--- src/rtl/field_sched.sv ---
module field_sched #(
  parameter int DEPTH     = 60,
  parameter int SHORT_LEN = 50,
  parameter int VCI_W     = 16
) (
  input  logic                     clk,
  input  logic                     rst_n,
  input  logic                     fsync,
  input  logic                     ntsc,
  input  logic                     wr_en,
  input  logic [$clog2(DEPTH)-1:0] wr_addr,
  input  logic [VCI_W+8:0]         wr_data,
  output logic                     cap_en,
  output logic [1:0]               src,
  output logic [2:0]               fmt,
  output logic [1:0]               res,
  output logic                     cmp,
  output logic [VCI_W-1:0]         vci,
  output logic [$clog2(DEPTH)-1:0] field_idx
);
  localparam int AW = $clog2(DEPTH);
  localparam int EW = VCI_W + 9;

  logic [EW-1:0] shadow [DEPTH];
  logic [EW-1:0] active [DEPTH];
  logic          fs_q;

  wire          rise = fsync & ~fs_q;
  wire [AW-1:0] last = ntsc ? AW'(DEPTH - 1) : AW'(SHORT_LEN - 1);
  wire          wrap = field_idx >= last;
  wire [AW-1:0] nxt  = wrap ? '0 : field_idx + 1'b1;
  wire [EW-1:0] sel  = wrap ? shadow[0] : active[nxt];

  wire          s_ok = sel[EW-2 -: 2] != 2'd3;
  wire          f_ok = sel[EW-4 -: 3] <= 3'd4;

  always_ff @(posedge clk) begin
    if (!rst_n) begin
      for (int i = 0; i < DEPTH; i++) shadow[i] <= '0;
    end else if (wr_en && wr_addr < AW'(DEPTH)) begin
      shadow[wr_addr] <= wr_data;
    end
  end

  always_ff @(posedge clk) begin
    if (!rst_n) begin
      for (int i = 0; i < DEPTH; i++) active[i] <= '0;
    end else if (rise && wrap) begin
      for (int i = 0; i < DEPTH; i++) active[i] <= shadow[i];
    end
  end

  always_ff @(posedge clk) begin
    if (!rst_n) begin
      fs_q      <= 1'b0;
      field_idx <= AW'(DEPTH - 1);
      cap_en    <= 1'b0;
      src       <= '0;
      fmt       <= '0;
      res       <= '0;
      cmp       <= 1'b0;
      vci       <= '0;
    end else begin
      fs_q <= fsync;
      if (rise) begin
        field_idx <= nxt;
        cap_en    <= sel[EW-1] & s_ok & f_ok;
        src       <= sel[EW-2 -: 2];
        fmt       <= sel[EW-4 -: 3];
        res       <= sel[EW-7 -: 2];
        cmp       <= sel[VCI_W];
        vci       <= sel[VCI_W-1:0];
      end
    end
  end
endmodule

--- config.mk ---
export PLATFORM = sky130hd
export DESIGN_NAME = field_sched
export DESIGN_NICKNAME = d
export VERILOG_FILES = /design/src/rtl/field_sched.sv
export SDC_FILE = /design/constraint.sdc
export NUM_CORES = 2
export LEC_CHECK = 0
export ABC_CLOCK_PERIOD_IN_PS = 109000
export BUFFER_PORTS_ARGS = -buffer_cell sky130_fd_sc_hd__buf_4
export CAP_MARGIN = 30
export CORE_MARGIN = 2
export CORE_UTILIZATION = 57
export DETAILED_ROUTE_END_ITERATION = 10
export GPL_ROUTABILITY_DRIVEN = 0
export PLACE_DENSITY = 0.84
export SETUP_SLACK_MARGIN = 0.3
export SKIP_LAST_GASP = 1
export SLEW_MARGIN = 20
export SYNTH_ARGS = -nofsm -noshare
export SYNTH_HDL_FRONTEND = slang
export SYNTH_SLANG_ARGS = --single-unit
--- constraint.sdc ---
create_clock -name clk -period 109 [get_ports clk]
set_input_delay 0 -clock clk [delete_from_list [all_inputs] [get_ports clk]]
set_output_delay 0 -clock clk [all_outputs]
set_load 0.01 [all_outputs]
==> impl_summary.txt <==
----------------------------------------------------
[Synthesis]
  FFs w/ async S/R, synth ... 0%
  Synth top area share ... 70.74%
  Top post-synthesis cells by count ... edfxtp_1 (3000), and2_1 (2952), nand2_1 (742)
  Cells after Synth ... 9341
  Synth Flop Type ... edfxtp_1
  Synth area leader ... edfxtp_1
  Post-Syn Area per Cell ... 13.63 um2
  Proportion of synthesized chip area in sequential cells ... 71.24%
  Cell area after technology mapping ... 0.1273 mm2
  Synthesized net count ... 9380
  Count of flip-flops with a built-in enable after synthesis ... 3000
  Number of distinct library cells after synthesis ... 72
  Synth warn ... 0
  Synth Register Bits ... 3032
  Most frequent cell after synthesis ... edfxtp_1
  Cell types with the largest area share after synthesis ... edfxtp_1 (71%), and2_1 (15%), nand2_1 (2.2%)

[Timing]
  Final number of setup-violating endpoints ... 0
  Achievable Freq ... 155.8 MHz
  Transition time at the pin with the least slew margin ... 1.154 ns
  Setup repair after global routing missed its margin ... no
  Final sum of negative setup slack ... 0 ns
  Hold Worst Slack ... 0.1786 ns
  Final Hold Vio Count ... 0
  Final period demand of the worst path ... 6.418 ns
  Count of pins over their slew limit ... 0
  Worst slew margin relative to its limit ... 23.06%
  Worst clock skew on the final layout ... 0.06506 ns
  Period Utilization, post-route ... 5.888%
  Final critical-path setup slack ... 102.58 ns

[Drt]
  Ratio of routed vias to standard cells ... 6.367
  Average routed wire per standard cell ... 28.41 um
  Vias after detailed routing ... 78807
  Violation count after the first detailed-route iteration ... 13709
  Total wire length after detailed routing ... 351.7 mm
  Post-detailed-route DRC marker count ... 0
  Drt first pass iters ... 7
  Number of nets with antenna violations after routing ... 0

[Floorplanning]
  Initial core utilization ... 57.34%
  Standard-cell row count ... 173
  Die height ... 476.7 um
  I/O pin cnt ... 67
  Total Die Area ... 0.2272 mm2
  Placeable Area ... 0.2221 mm2
  Width of the chip ... 476.7 um

[Critical path]
  Setup slack, reg-to-reg ... 102.58 ns
  Worst Path Required ... 109.85 ns
  Origin of the critical flop-to-flop path ... field_idx[0]
  Kind of critical path ... reg2reg
  Top cell by count, worst path ... buf_4
  CP peak stage delay ... 0.93 ns
  Depth of the critical timing path with buffers and inverters included ... 12
  Combined buffer and inverter count along the critical path ... 5
  Cell family with most CP delay ... buffers and inverters
  Cell depth of the worst flop-to-flop path ... 12
  CP Launch Type ... flop
  Timing endpoint of the critical path ... vci[7]
  Worst setup startpoint ... field_idx[0]
  Highest net fanout along the worst path ... 160
  Arr. time, crit path ... 7.27 ns
  Master of the slowest instance on the critical path ... a21oi_1
  Endpoint of the most critical register-to-register path ... vci[7]
  Capturing element type of the critical path ... flop
  Critical path cell sequence ... buf_12 > inv_8 > o21ai_4 > buf_4 > buf_4 > buf_4 > o22ai_1 > o21ai_0 > mux4_2 > nand2_1 > a21oi_1 > o21a_1

[Flow run]
  Max-cap violation count ... 0

[Cells and area]
  Final cell count without fillers ... 12378
  Share of the core filled with cells ... 63.46%
  Share of cells above drive strength 1 ... 9.399%
  Final non-filler cell area ... 0.1409 mm2
  Number of filler instances in the final layout ... 14798
  Number of nets in the layout ... 9229
  Area delta synth->final ... 10.68%

[Clock tree]
  Clock tree from TritonCTS ... done
  Number of buffers created by CTS ... 297
  Clock latency on the worst-skew pair ... 0.96 ns
  Master cell of the clock root buffer ... clkbuf_16
  Clk sink count ... 3032
  Clock transition at the register clock pins on the worst setup and hold paths after CTS ... 0.06 ns
  Clk buf depth ... 4
  Post-CTS Setup Bufs ... 0
  Clock H-tree levels ... 5

[Place]
  Cell area after placement ... 0.1311 mm2
  Pre-CTS worst setup slack ... 102.92 ns
  Buffers added on ports ... 66
  Cell count after placement ... 11811
  Half-perimeter wire length of the detailed placement result ... 198.2 mm

[Global routing]
  First-pass GRT wire length ... 511.7 mm
  Aggregate global routing overflow ... 0
  Initial antenna violation count ... 30
  Pin count of the biggest net entering global routing ... 298
  Total global routing track utilization ... 30.45%
  Vias in the first global route ... 78602

[Power]
  Static Leak ... 50.12 nW
  Pwr/cell area ... 19.45 mW/mm2
  Final total power ... 2.741 mW
  Worst IR Drop VDD ... 0.00002143 V

[Status]
  Status ... completed

[Min path]
  Tightest Hold Check Type ... in2reg

----------------------------------------------------
[repair_timing]
item                                    in CTS  in global routing
hold buffers                                39                  0
hold endpoints to repair                  1559                  0
endpoints found under the setup margin       0                  0
resized for setup                            0                  0
[worst reg2reg max path, delay by kind of cell, from the launching register on]
kind	cells	cell delay [ns]
buffers and inverters	5	3.26
AOI/OAI and AO/OA	5	1.98
DFF	1	0.69
muxes	1	0.35
and+or+nand+nor	1	0.06
[report_power, final]
part,switching (mW),internal (mW)
clock network,0.429,0.563
registers,0.0269,1.37
logic,0.259,0.0910
[cell families after synthesis]
family,Yosys count,synth area share (%)
simple gates,4443,19.98
xor+xnor,6,0.06781
mux,105,1.316
fa+ha+maj,3,0.02948
compound gates,957,4.861
flops,3032,71.24
buf+inv,795,2.505
[sequential cells by signal, summed over array words and instances, names as in the netlist]
name / count
active: 1500
shadow: 1500
vci: 16
field_idx: 6
fmt: 3
res: 2
src: 2
cap_en: 1
cmp: 1
fs_q: 1
[layout by cell type, fill, tap and decap left out, types with 46 or more instances in the layout]
cell and instances:
and2_1 2952, mux4_2 49, o211ai_1 170, nand2_1 740, a31oi_1 97, nor2_1 125
clkinv_1 56, o21ai_0 242, o22ai_1 47, and3_1 194, clkinv_2 46, mux2i_1 47
or3_1 201, clkbuf_16 303, buf_4 241, clkbuf_1 55, a21oi_1 118, nand3_1 74
a311oi_1 59, o21ai_2 54, edfxtp_1 3000
[layout make-up]
cell class | instances | area (um2) | area share [%]
clock buffers | 360 | 7816 | 5.546
diodes | 8 | 20.02 | 0.01420
inverters | 4 | 22.52 | 0.01598
multi-input cells | 5514 | 33980 | 24.11
flip-flops and latches | 3032 | 90730 | 64.37
repair buffers | 341 | 3362 | 2.385
well taps | 2975 | 3722 | 2.641
clock inverters | 144 | 1291 | 0.9161
[routing by layer]
layer / track usage (%) / up-vias / wire length [um]
li1: - / 32748 / -
met1: 37.78 / 38336 / 113300
met2: 47.43 / 6439 / 161900
met3: 7.834 / 1268 / 49250
met4: 20.34 / 16 / 27080
met5: 0 / - / 104
[worst min-delay path by stage]
stage | start | cells after the start | endpoint
floorplan | fsync | 1 | fs_q
global placement | fsync | 2 | fs_q
detailed placement | fsync | 2 | fs_q
CTS | wr_data[13] | 3 | shadow[31][13]
global route | wr_data[11] | 3 | shadow[42][11]
finish | wr_data[11] | 3 | shadow[46][11]
Power figures use the tool's default switching activity.
